===== src/rtl/pair_dp_pkg.sv =====
package pair_dp_pkg;
  typedef enum logic [2:0] {
    DST_LOADQ  = 3'd0,
    DST_PASS   = 3'd1,
    DST_WR_SHA = 3'd2,
    DST_WR     = 3'd3,
    DST_SHR_RQ = 3'd4,
    DST_SHR_R  = 3'd5,
    DST_SHL_RQ = 3'd6,
    DST_SHL_R  = 3'd7
  } dst_e;

  typedef enum logic [2:0] {
    FN_ADD   = 3'd0,
    FN_SUBR  = 3'd1,
    FN_SUBS  = 3'd2,
    FN_OR    = 3'd3,
    FN_AND   = 3'd4,
    FN_NOTRS = 3'd5,
    FN_XOR   = 3'd6,
    FN_XNOR  = 3'd7
  } fn_e;

  typedef enum logic [2:0] {
    SRC_A_Q = 3'd0,
    SRC_A_B = 3'd1,
    SRC_Z_Q = 3'd2,
    SRC_Z_B = 3'd3,
    SRC_Z_A = 3'd4,
    SRC_D_A = 3'd5,
    SRC_D_Q = 3'd6,
    SRC_D_Z = 3'd7
  } src_e;
endpackage


===== src/rtl/lane_addr_mux.sv =====
module lane_addr_mux #(
  parameter int AW = 4
) (
  input  logic [AW-1:0] a_i,
  input  logic [AW-1:0] b_i,
  input  logic          mode8_i,
  input  logic          byte_sw_i,
  output logic [AW-1:0] a_lo_o,
  output logic [AW-1:0] b_lo_o
);
  logic b0;

  always_comb begin
    if (mode8_i)        b0 = ~b_i[0];
    else if (byte_sw_i) b0 = 1'b0;
    else                b0 = b_i[0];
  end

  assign a_lo_o = {a_i[AW-1:1], a_i[0] ^ mode8_i};
  assign b_lo_o = {b_i[AW-1:1], b0};
endmodule


===== src/rtl/byte_bank.sv =====
module byte_bank #(
  parameter int AW = 4,
  parameter int DW = 8
) (
  input  logic          clk_i,
  input  logic          rst_ni,
  input  logic [AW-1:0] ra_i,
  input  logic [AW-1:0] rb_i,
  input  logic          we_i,
  input  logic [DW-1:0] wd_i,
  output logic [DW-1:0] da_o,
  output logic [DW-1:0] db_o
);
  localparam int DEPTH = 2 ** AW;

  logic [DW-1:0] mem_q [DEPTH];

  always_ff @(posedge clk_i or negedge rst_ni) begin
    if (!rst_ni) begin
      for (int i = 0; i < DEPTH; i++) mem_q[i] <= '0;
    end else if (we_i) begin
      mem_q[rb_i] <= wd_i;
    end
  end

  assign da_o = mem_q[ra_i];
  assign db_o = mem_q[rb_i];
endmodule


===== src/rtl/alu_slice.sv =====
module alu_slice
  import pair_dp_pkg::*;
#(
  parameter int W = 4
) (
  input  logic [W-1:0] r_i,
  input  logic [W-1:0] s_i,
  input  fn_e          fn_i,
  input  logic         cin_i,
  output logic [W-1:0] f_o,
  output logic         cout_o
);
  logic [W:0] sum;
  logic [W:0] cw;

  assign cw = {{W{1'b0}}, cin_i};

  always_comb begin
    unique case (fn_i)
      FN_ADD:   sum = {1'b0, r_i} + {1'b0, s_i} + cw;
      FN_SUBR:  sum = {1'b0, s_i} + {1'b0, ~r_i} + cw;
      FN_SUBS:  sum = {1'b0, r_i} + {1'b0, ~s_i} + cw;
      FN_OR:    sum = {1'b0, r_i | s_i};
      FN_AND:   sum = {1'b0, r_i & s_i};
      FN_NOTRS: sum = {1'b0, ~r_i & s_i};
      FN_XOR:   sum = {1'b0, r_i ^ s_i};
      default:  sum = {1'b0, ~(r_i ^ s_i)};
    endcase
  end

  assign f_o    = sum[W-1:0];
  assign cout_o = sum[W];
endmodule


===== src/rtl/pair_datapath.sv =====
module pair_datapath
  import pair_dp_pkg::*;
#(
  parameter  int SLICE_W  = 4,
  parameter  int N_SLICES = 4,
  parameter  int AW       = 4,
  localparam int DW       = SLICE_W * N_SLICES,
  localparam int LANE_W   = DW / 2
) (
  input  logic              clk_i,
  input  logic              rst_ni,
  input  logic [8:0]        instr_i,
  input  logic [AW-1:0]     a_addr_i,
  input  logic [AW-1:0]     b_addr_i,
  input  logic              mode8_i,
  input  logic              byte_sw_i,
  input  logic              swap_i,
  input  logic              cin_i,
  input  logic [LANE_W-1:0] bus_i,
  output logic [DW-1:0]     y_o,
  output logic              carry_lo_o,
  output logic              carry_hi_o,
  output logic              zero_o
);
  localparam int SPL = N_SLICES / 2;

  dst_e dst;
  fn_e  fn;
  src_e src;

  assign dst = dst_e'(instr_i[8:6]);
  assign fn  = fn_e'(instr_i[5:3]);
  assign src = src_e'(instr_i[2:0]);

  logic [AW-1:0] ra_lo, rb_lo;

  lane_addr_mux #(.AW(AW)) u_amux (
    .a_i       (a_addr_i),
    .b_i       (b_addr_i),
    .mode8_i   (mode8_i),
    .byte_sw_i (byte_sw_i),
    .a_lo_o    (ra_lo),
    .b_lo_o    (rb_lo)
  );

  logic [AW-1:0]     lane_ra [2];
  logic [AW-1:0]     lane_rb [2];
  logic [LANE_W-1:0] lane_da [2];
  logic [LANE_W-1:0] lane_db [2];
  logic              we;
  logic [DW-1:0]     wd;

  assign lane_ra[0] = ra_lo;
  assign lane_rb[0] = rb_lo;
  assign lane_ra[1] = a_addr_i;
  assign lane_rb[1] = b_addr_i;

  // lane 0 = bits LANE_W-1:0, lane 1 = upper bits
  for (genvar l = 0; l < 2; l++) begin : g_lane
    byte_bank #(.AW(AW), .DW(LANE_W)) u_bank (
      .clk_i  (clk_i),
      .rst_ni (rst_ni),
      .ra_i   (lane_ra[l]),
      .rb_i   (lane_rb[l]),
      .we_i   (we),
      .wd_i   (wd[l*LANE_W +: LANE_W]),
      .da_o   (lane_da[l]),
      .db_o   (lane_db[l])
    );
  end

  logic [DW-1:0] rd_a, rd_b, d_word, r_op, s_op, f, q_q, q_nxt;

  assign rd_a = {lane_da[1], lane_da[0]};
  assign rd_b = {lane_db[1], lane_db[0]};

  // swap path taps the A-side word so no loop forms through Y
  assign d_word = swap_i ? {rd_a[LANE_W-1:0], rd_a[DW-1:LANE_W]} : {bus_i, bus_i};

  always_comb begin
    unique case (src)
      SRC_A_Q: begin r_op = rd_a;   s_op = q_q;  end
      SRC_A_B: begin r_op = rd_a;   s_op = rd_b; end
      SRC_Z_Q: begin r_op = '0;     s_op = q_q;  end
      SRC_Z_B: begin r_op = '0;     s_op = rd_b; end
      SRC_Z_A: begin r_op = '0;     s_op = rd_a; end
      SRC_D_A: begin r_op = d_word; s_op = rd_a; end
      SRC_D_Q: begin r_op = d_word; s_op = q_q;  end
      default: begin r_op = d_word; s_op = '0;   end
    endcase
  end

  logic [N_SLICES-1:0] c_in_s, c_out_s;

  for (genvar i = 0; i < N_SLICES; i++) begin : g_slice
    if (i == 0) begin : g_first
      assign c_in_s[i] = cin_i;
    end else if (i == SPL) begin : g_lane_edge
      // 8-bit mode cuts the chain at the byte boundary
      assign c_in_s[i] = mode8_i ? cin_i : c_out_s[i-1];
    end else begin : g_chain
      assign c_in_s[i] = c_out_s[i-1];
    end

    alu_slice #(.W(SLICE_W)) u_slice (
      .r_i    (r_op[i*SLICE_W +: SLICE_W]),
      .s_i    (s_op[i*SLICE_W +: SLICE_W]),
      .fn_i   (fn),
      .cin_i  (c_in_s[i]),
      .f_o    (f[i*SLICE_W +: SLICE_W]),
      .cout_o (c_out_s[i])
    );
  end

  always_comb begin
    we    = 1'b1;
    wd    = f;
    q_nxt = q_q;
    y_o   = f;
    unique case (dst)
      DST_LOADQ:  begin we = 1'b0; q_nxt = f; end
      DST_PASS:   we = 1'b0;
      DST_WR_SHA: y_o = rd_a;
      DST_WR:     ;
      DST_SHR_RQ: begin
        wd    = {1'b0, f[DW-1:1]};
        q_nxt = {f[0], q_q[DW-1:1]};
      end
      DST_SHR_R:  wd = {1'b0, f[DW-1:1]};
      DST_SHL_RQ: begin
        wd    = {f[DW-2:0], q_q[DW-1]};
        q_nxt = {q_q[DW-2:0], 1'b0};
      end
      default:    wd = {f[DW-2:0], 1'b0};
    endcase
  end

  always_ff @(posedge clk_i or negedge rst_ni) begin
    if (!rst_ni) q_q <= '0;
    else         q_q <= q_nxt;
  end

  assign carry_lo_o = c_out_s[SPL-1];
  assign carry_hi_o = c_out_s[N_SLICES-1];
  assign zero_o     = mode8_i ? (f[DW-1:LANE_W] == '0) : (f == '0);
endmodule


===== config.mk =====
export PLATFORM = sky130hd
export DESIGN_NAME = pair_datapath
export DESIGN_NICKNAME = d
export VERILOG_FILES = /design/src/rtl/pair_dp_pkg.sv /design/src/rtl/lane_addr_mux.sv /design/src/rtl/byte_bank.sv /design/src/rtl/alu_slice.sv /design/src/rtl/pair_datapath.sv
export SDC_FILE = /design/constraint.sdc
export NUM_CORES = 1
export LEC_CHECK = 0
export BUFFER_PORTS_ARGS = -buffer_cell sky130_fd_sc_hd__buf_4
export CAP_MARGIN = 5
export CELL_PAD_IN_SITES_DETAIL_PLACEMENT = 0
export CELL_PAD_IN_SITES_GLOBAL_PLACEMENT = 2
export CORE_AREA = 2 2 287 289
export CTS_BUF_LIST = sky130_fd_sc_hd__clkbuf_16
export DETAILED_ROUTE_END_ITERATION = 10
export DIE_AREA = 0 0 289 291
export GPL_TIMING_DRIVEN = 0
export PLACE_DENSITY = 0.56
export SLEW_MARGIN = 15
export SYNTH_ARGS = -nofsm -noshare
export SYNTH_HDL_FRONTEND = slang
export SYNTH_SLANG_ARGS = --single-unit

===== constraint.sdc =====
create_clock -name clk_i -period 25.2 [get_ports clk_i]
set_clock_uncertainty 0.1 [all_clocks]
set_input_delay 3.78 -clock clk_i [delete_from_list [all_inputs] [get_ports clk_i]]
set_output_delay 3.78 -clock clk_i [all_outputs]
set_load 0.05 [all_outputs]

==> results.md, run 1 <==
* HPWL Detailed at 70.9 mm
* Vias post-DR at 17.6k
* Horiz. Die Dim at 289 µm
* List of most frequent post-synthesis cells: dfrtp_1, nand2_1, nor2_1, o21ai_0, a21oi_1
* Top cell by count, worst path: fa_1
* Critical path class: in2out
* Fmax at a little under 0.05 GHz
* Max_cap viols at 0
* Startpoint Class: input pin
* Worst vdd ir at 0.0399 mV
* Root buf cell: clkbuf_16
* Routed WL per cell at 27.5 µm
* Row count at 105
* Fillers at 8,661
* IO Count at 50
* Ys async rst share at 100%
* Ys Warns at 0
* Final Wtd Congestion at 0.873
* Critical path required time at 21.32 ns
* Most frequent cell after synthesis: dfrtp_1
* Die Area at 84,100 µm²
* Netlist cell types at 98
* Top post-synthesis cells by area: dfrtp_1, mux4_2, o21ai_0, nand2_1, mux2i_1
* Area delta synth->final at 14.4%
* Max-slew headroom at approximately 14%
* CTS resizes at 0
* Syn avg cell area at around 9.4 µm²
* # hold bufs at CTS at 0
* Worst Tran Pin Value at around 1.3 ns
* Post-synthesis register bit count at 272
* CTS tree: done
* Hold Slack at 0.404 ns
* Core Footprint at 81,200 µm²
* Pins Over Slew Limit at 0
* Insertion delay to the later sink of the worst-skew pair at 0.57 ns
* Clock transition at path regs at about 0.06 ns
* Largest net degree at the start of global routing at 94
* Grt ovf at 0
* Drt drc at 0
* Initial DRC Count at ~1.4k
* Fin. Hold Viols at 0
* Post-synth EDFFs at 0
* Family with the most delay on the worst path: adder cells
* Cell taking the most area after synthesis: dfrtp_1
* Max clock buf depth at 3
* Post-synthesis cell count at 2,141
* Crit-path slowest cell: nor2_1
* Pwr dens at 88.5 nW/µm²
* Outcome: completed
* Bufs and invs on worst path at 5
* Share of cells above drive strength 1 at ~17%
* Largest fanout on the critical path at 10
* Post-synth top area share at 33.8%
* Cell area after synthesis at 20,100 µm²
* Post-DR vias/cell at between 5 and 6
* RSZ-0062 raised after global routing: no
* Post-synthesis sequential area ratio at between 30% and 40%
* Worst Hold Class: reg2reg
* Final period util at 80.8%
* Routed Antenna Nets at 0
* H-tree depth at 2
* Minimum clock period at between 20 and 25 ns
* Clock buffer count from CTS at 35
* GRT Total Usage at 21.6%
* Vias in the first global route at roughly 17k
* Starting Density at between 20% and 30%
* CTS Sinks at 272
* Critical path's largest stage delay at 1.04 ns
* Setup TNS at 0 ns
* TritonRoute pass-1 iters at 5
* CP Data Arrival Time at 16.48 ns
* Main synth FF type: dfrtp_1
* Buffers on Ports at 39
* Syn_nets at 2,252
* Initial antenna violation count at 3
* Post-CTS setup repair buffer count at 0
* Die height at between 200 and 300 µm
* Lkg Pwr at 9.47 nW
* Setup crit end kind: output pin
* First-pass GRT wire length at 132 mm
* Final nets at ~2.3k
* Final setup viols at 0
* Final wirelength at 91.3 mm
* N_diodes at 0
==> cells by family (layout without fill, tap and decap cells) <==
kind of cell | after synthesis | after routing | synth area share (%)
fa+ha+maj | 80 | 80 | 5.87
xor+xnor | 40 | 40 | 1.83
flops | 272 | 272 | 33.8
compound gates | 594 | 594 | 19.2
simple gates | 725 | 725 | 17.0
buf+inv | 202 | 310 | 5.25
mux | 228 | 228 | 17.0
==> through the flow <==
| stage | instance area [µm²] | setup WS (ns) | utilization [%] | instances | power (mW) |
|---|---|---|---|---|---|
| after global routing | 23000 | 4.39 | 28.4 | 3319 | 2.16 |
| final | 23000 | 4.84 | 28.4 | 3319 | 2.04 |
| after detailed placement | 21900 | 5.04 | 26.9 | 3255 | 1.52 |
| after floorplan | 20100 | 7.69 | - | 2141 | 1.22 |
| after CTS | 23000 | 5.02 | 28.4 | 3319 | 2.05 |
| after global placement | 21800 | 4.96 | 26.8 | 3250 | 1.51 |
==> layer usage <==
layer	part of all wire, %	vias to the layer above	track usage, %
met5	0.014	-	0
met4	2.4	2	5.02
met3	4.4	117	2.12
met2	47	539	35.3
met1	46	9015	30.6
li1	-	7973	-
==> report_power, final <==
part | internal (mW) | total (mW) | switching [mW]
clock | 0.301 | 0.514 | 0.213
sequential | 0.573 | 0.708 | 0.135
combinational | 0.327 | 0.816 | 0.489
==> path summary, 6_finish.rpt <==
check	from	endpoint	slack, ns	cells past startpoint
max in group asynchronous	rst_ni	g_lane[0].u_bank.mem_q[0]	20.39	3
min reg2reg	g_lane[0].u_bank.mem_q[65]	g_lane[0].u_bank.mem_q[65]	0.40	2
min	g_lane[0].u_bank.mem_q[65]	g_lane[0].u_bank.mem_q[65]	0.40	2
max reg2reg	g_lane[0].u_bank.mem_q[58]	g_lane[1].u_bank.mem_q[44]	13.82	37
min in group asynchronous	rst_ni	g_lane[1].u_bank.mem_q[26]	3.14	1
max	b_addr_i[0]	zero_o	4.84	39
==> cells in the final DEF, fill, tap and decap left out, types with 9 or more instances in the layout <==
cell type / n
nor3b_1: 40
xor2_1: 12
nor2_1: 219
o22ai_1: 20
buf_6: 13
a22oi_1: 20
nand3_1: 28
mux2i_1: 85
buf_4: 58
a211oi_1: 16
nand3b_1: 27
o21ai_1: 12
mux2_2: 58
a221oi_1: 9
nand4_1: 11
clkbuf_1: 57
xnor2_1: 27
ha_1: 56
dfrtp_1: 272
mux4_2: 75
inv_1: 64
a21oi_2: 25
o21ai_0: 203
nor2b_1: 21
and3_1: 21
o22a_1: 11
buf_2: 46
fa_1: 24
nor3_1: 40
nand2_1: 251
a31oi_1: 15
nand2b_1: 15
clkbuf_16: 36
a21oi_1: 135
a221o_1: 9
o21a_1: 13
o211ai_1: 12
==> state kept, by name (all words and copies together) (netlist names) <==
name                 count
g_lane.u_bank.mem_q    256
q_q                     16
==> cell type report <==
class	instances	area, µm²	share of cell area (%)
buffer	147	850	3.69
clock buffer	36	901	3.91
clock inverter	28	249	1.08
inverter	55	206	0.896
multi-input combinational	1667	12300	53.4
sequential	272	6810	29.6
tap	1070	1340	5.81
timing repair buffer	44	373	1.62
==> worst min-delay path: stages (launching register included) <==
cell and delay, ns:
dfrtp_1 0.36, nand2_1 0.05, o21ai_0 0.06
Power figures use the tool's default switching activity.
==> run 2: changes to the inputs <==
--- a/config.mk
+++ b/config.mk
@@ -5,16 +5,17 @@
 export SDC_FILE = /design/constraint.sdc
 export NUM_CORES = 1
 export LEC_CHECK = 0
+export ABC_AREA = 1
 export BUFFER_PORTS_ARGS = -buffer_cell sky130_fd_sc_hd__buf_4
 export CAP_MARGIN = 5
 export CELL_PAD_IN_SITES_DETAIL_PLACEMENT = 0
 export CELL_PAD_IN_SITES_GLOBAL_PLACEMENT = 2
-export CORE_AREA = 2 2 287 289
+export CORE_AREA = 2 2 289 291
 export CTS_BUF_LIST = sky130_fd_sc_hd__clkbuf_16
 export DETAILED_ROUTE_END_ITERATION = 10
-export DIE_AREA = 0 0 289 291
+export DIE_AREA = 0 0 291 293
 export GPL_TIMING_DRIVEN = 0
-export PLACE_DENSITY = 0.56
+export PLACE_DENSITY = 0.65
 export SLEW_MARGIN = 15
 export SYNTH_ARGS = -nofsm -noshare
 export SYNTH_HDL_FRONTEND = slang
==> constraint.sdc (replaced) <==
create_clock -name clk_i -period 18.49 [get_ports clk_i]
set_clock_uncertainty 0.1 [all_clocks]
set_input_delay 2.7735 -clock clk_i [delete_from_list [all_inputs] [get_ports clk_i]]
set_output_delay 2.7735 -clock clk_i [all_outputs]
set_load 0.05 [all_outputs]
==> results.md, run 2 <==
* Outcome: finished with violations
* Violated checks: antenna rules
* Initial DRC Count at 2,105 (+45%)
* Final non-filler cell total at 4,287 (+29%)
* Post-synth EDFFs at 0 (unchanged)
* Fmax at roughly 0.061 GHz
* Top post-synthesis cells by area: dfrtp_1, nand2_1, nand3_1, inv_1, o21ai_0
* Syn_nets at 3,215 (+43%)
* Vias post-DR at 21.5k (+22%)
* Horiz. Die Dim at 291 µm (+0.69%)
* Post-DR vias/cell at 5.03 (-5.5%)
* Post-synthesis register bit count at 272 (unchanged)
* Pwr dens at 109 nW/µm² (+23%)
* Drt drc at 0 (unchanged)
* Post-synth top area share at 33.5% (-0.31 points)
* TritonRoute pass-1 iters at 5 (unchanged)
* Final setup viols at 0 (unchanged)
* Top Registers: g_lane.u_bank.mem_q (256), q_q (16)
* Crit-path slowest cell: nor2_1
* Critical path class: in2out
* Leading cell type in the layout, fill and taps excluded: nand2_1
* Ys async rst share at 100% (unchanged)
* Setup crit end kind: output pin
* Largest net degree at the start of global routing at 78 (-17%)
* Critical path required time at 15.62 ns (-5.70 ns)
* Initial antenna violation count at 0 (-3)
* Clock buffer count from CTS at 34 (-2.9%)
* Fin. Hold Viols at 0 (unchanged)
* Most frequent cells in the layout: nand2_1, inv_1, nand3_1
* Area delta synth->final at 14.3% (about the same)
* Vias in the first global route at 20.9k (+20%)
* Post-route design area at 23,200 µm² (+0.86%)
* Share of cells above drive strength 1 at 8.25% (-9.0 points)
* Worst Tran Pin Value at 1.18 ns (-0.0954 ns)
* Critical path's largest stage delay at 0.74 ns (-0.30 ns)
* CTS resizes at 0 (unchanged)
* Top cell by count, worst path: fa_1
* H-tree depth at 2 (unchanged)
* Max clock buf depth at 3 (unchanged)
* Pins Over Slew Limit at 0 (unchanged)
* Placed cells at 4,222 (+30%)
* Clock transition at path regs at 0.06 ns (about the same)
* CP Data Arrival Time at 13.56 ns (-2.92 ns)
* Core Footprint at 81,800 µm² (+0.81%)
* HPWL Detailed at 76.5 mm (+7.9%)
* Grt ovf at 0 (unchanged)
* Worst vdd ir at 0.0587 mV (+47%)
* Buffers on Ports at 45 (+15%)
* Routed WL per cell at 23.2 µm (-16%)
* Final period util at 88.9%
* Insertion delay to the later sink of the worst-skew pair at 0.54 ns (-0.03 ns)
* Worst Hold Class: reg2reg
* CTS tree: done
* RSZ-0062 raised after global routing: no
* Setup ws final at 2.06 ns (-2.78 ns)
* GRT Total Usage at 23.0% (+1.3 points)
* Main synth FF type: dfrtp_1
* Post-synthesis sequential area ratio at 33.5% (-0.31 points)
* # hold bufs at CTS at 0 (unchanged)
* Post-CTS setup repair buffer count at 0 (unchanged)
* Final wirelength at 99.4 mm (+8.9%)
* Setup TNS at 0 ns (unchanged)
* Cell area after synthesis at 20,300 µm² (+0.91%)
* IO Count at 50 (unchanged)
* Max_cap viols at 0 (unchanged)
* DP Worst Slack at 2.05 ns (-2.98 ns)
* Routed Antenna Nets at 1 (+1)
* Syn avg cell area at 6.55 µm² (-30%)
* Minimum clock period at about 16 ns
* Largest fanout on the critical path at 12 (+2)
* Final nets at 3,299 (+41%)
* List of most frequent post-synthesis cells: nand2_1, inv_1, nand3_1, dfrtp_1, o21ai_0
* Cell taking the most area after synthesis: dfrtp_1
* Netlist cell types at 51 (-48%)
* Max-slew headroom at 21.4% (+7.1 points)
* Ys Warns at 0 (unchanged)
* Top reg by flops: g_lane.u_bank.mem_q
* DP Area at 22,100 µm² (+0.96%)
* Die height at 293 µm (+0.69%)
* First-pass GRT wire length at 144 mm (+8.9%)
* Starting Density at 24.8% (+0.026 points)
* Startpoint Class: input pin
* Row count at 105 (unchanged)
* Most frequent cell after synthesis: nand2_1
* Die Area at 85,300 µm² (+1.4%)
* CTS Sinks at 272 (unchanged)
* Final Wtd Congestion at 0.898 (+2.9%)
* Post-synthesis cell count at 3,104 (+45%)
* Max reg flops at 256 (unchanged)
* Lkg Pwr at 11.5 nW (+22%)
* Root buf cell: clkbuf_16
run 2: cell count changes in the layout (fill, tap and decap cells not counted), moves of 27 or more:
cell	change
nor3_1	-30
mux4_2	-75
a21oi_1	-58
o21ai_0	-31
o21ai_1	+49
nor3b_1	-39
nor2_1	-50
inv_1	+237
nand3_1	+261
xnor2_1	-27
mux2i_1	-85
nand2_1	+1049
mux2_2	-58
run 2: worst max-delay path: cells and delay by family:
family / cells / cell delay [ns]
AO/OA/AOI/OAI: 10 / 1.67
adder cells (fa/ha/maj): 8 / 3.92
buffers and inverters: 6 / 1.27
AND/OR/NAND/NOR: 19 / 3.91
run 2: cells by family (layout without fill, tap and decap cells):
group | count (synthesis) | in the layout | share of synthesized area (%)
AOI/OAI and AO/OA | 435 | 435 | 12.6
buffers and inverters | 469 | 577 | 10.4
xor gates and xnor gates | 4 | 4 | 0.172
adders and majority gates | 80 | 80 | 5.81
and+or+nand+nor | 1844 | 1844 | 37.6
DFF | 272 | 272 | 33.5
other | 0 | 5 | 0
run 2: layout make-up:
class                           instances  area, µm²
Fill cell                            9125      58600
Multi-Input combinational cell       2363      11400
Sequential cell                       272       6810
Tap cell                             1070       1340
Inverter                              314       1190
Clock buffer                           37        926
Buffer                                155        921
Timing Repair Buffer                   48        428
Clock inverter                         23        201
Antenna cell                            5       12.5
run 2: path summary, 6_finish.rpt:
| kind | endpoint | slack (ns) | cells after the start | startpoint |
|---|---|---|---|---|
| setup / recovery | zero_o | 2.06 | 43 | b_addr_i[3] |
| hold / removal | g_lane[1].u_bank.mem_q[18] | 0.38 | 2 | g_lane[1].u_bank.mem_q[18] |
| setup reg to reg | g_lane[1].u_bank.mem_q[45] | 8.15 | 41 | g_lane[1].u_bank.mem_q[0] |
| hold reg to reg | g_lane[1].u_bank.mem_q[18] | 0.38 | 2 | g_lane[1].u_bank.mem_q[18] |
| max in group asynchronous | g_lane[1].u_bank.mem_q[125] | 14.61 | 4 | rst_ni |
| min in group asynchronous | g_lane[0].u_bank.mem_q[15] | 2.07 | 1 | rst_ni |
run 2: where the power goes:
part	switching (mW)	leakage, nW	internal [mW]	total [mW]
clock	0.291	0.587	0.415	0.706
sequential	0.123	3.46	0.768	0.891
combinational	0.634	7.49	0.297	0.931
total	1.05	11.5	1.48	2.53
run 2: layer usage:
| metal | wire length, µm | GRT usage (%) | vias to the layer above |
|---|---|---|---|
| li1 | - | - | 10100 |
| met1 | 47000 | 33.0 | 10600 |
| met2 | 43700 | 36.0 | 778 |
| met3 | 5670 | 2.76 | 146 |
| met4 | 3070 | 6.74 | 0 |
| met5 | 0 | 0 | - |
run 2: metrics by stage:
stage	hold WS [ns]	power (mW)	util, %
floorplan	0.349	1.49	-
global placement	0.363	1.81	26.9
detailed placement	0.365	1.82	27.0
CTS	0.382	2.54	28.4
global route	0.408	2.70	28.4
finish	0.383	2.53	28.4
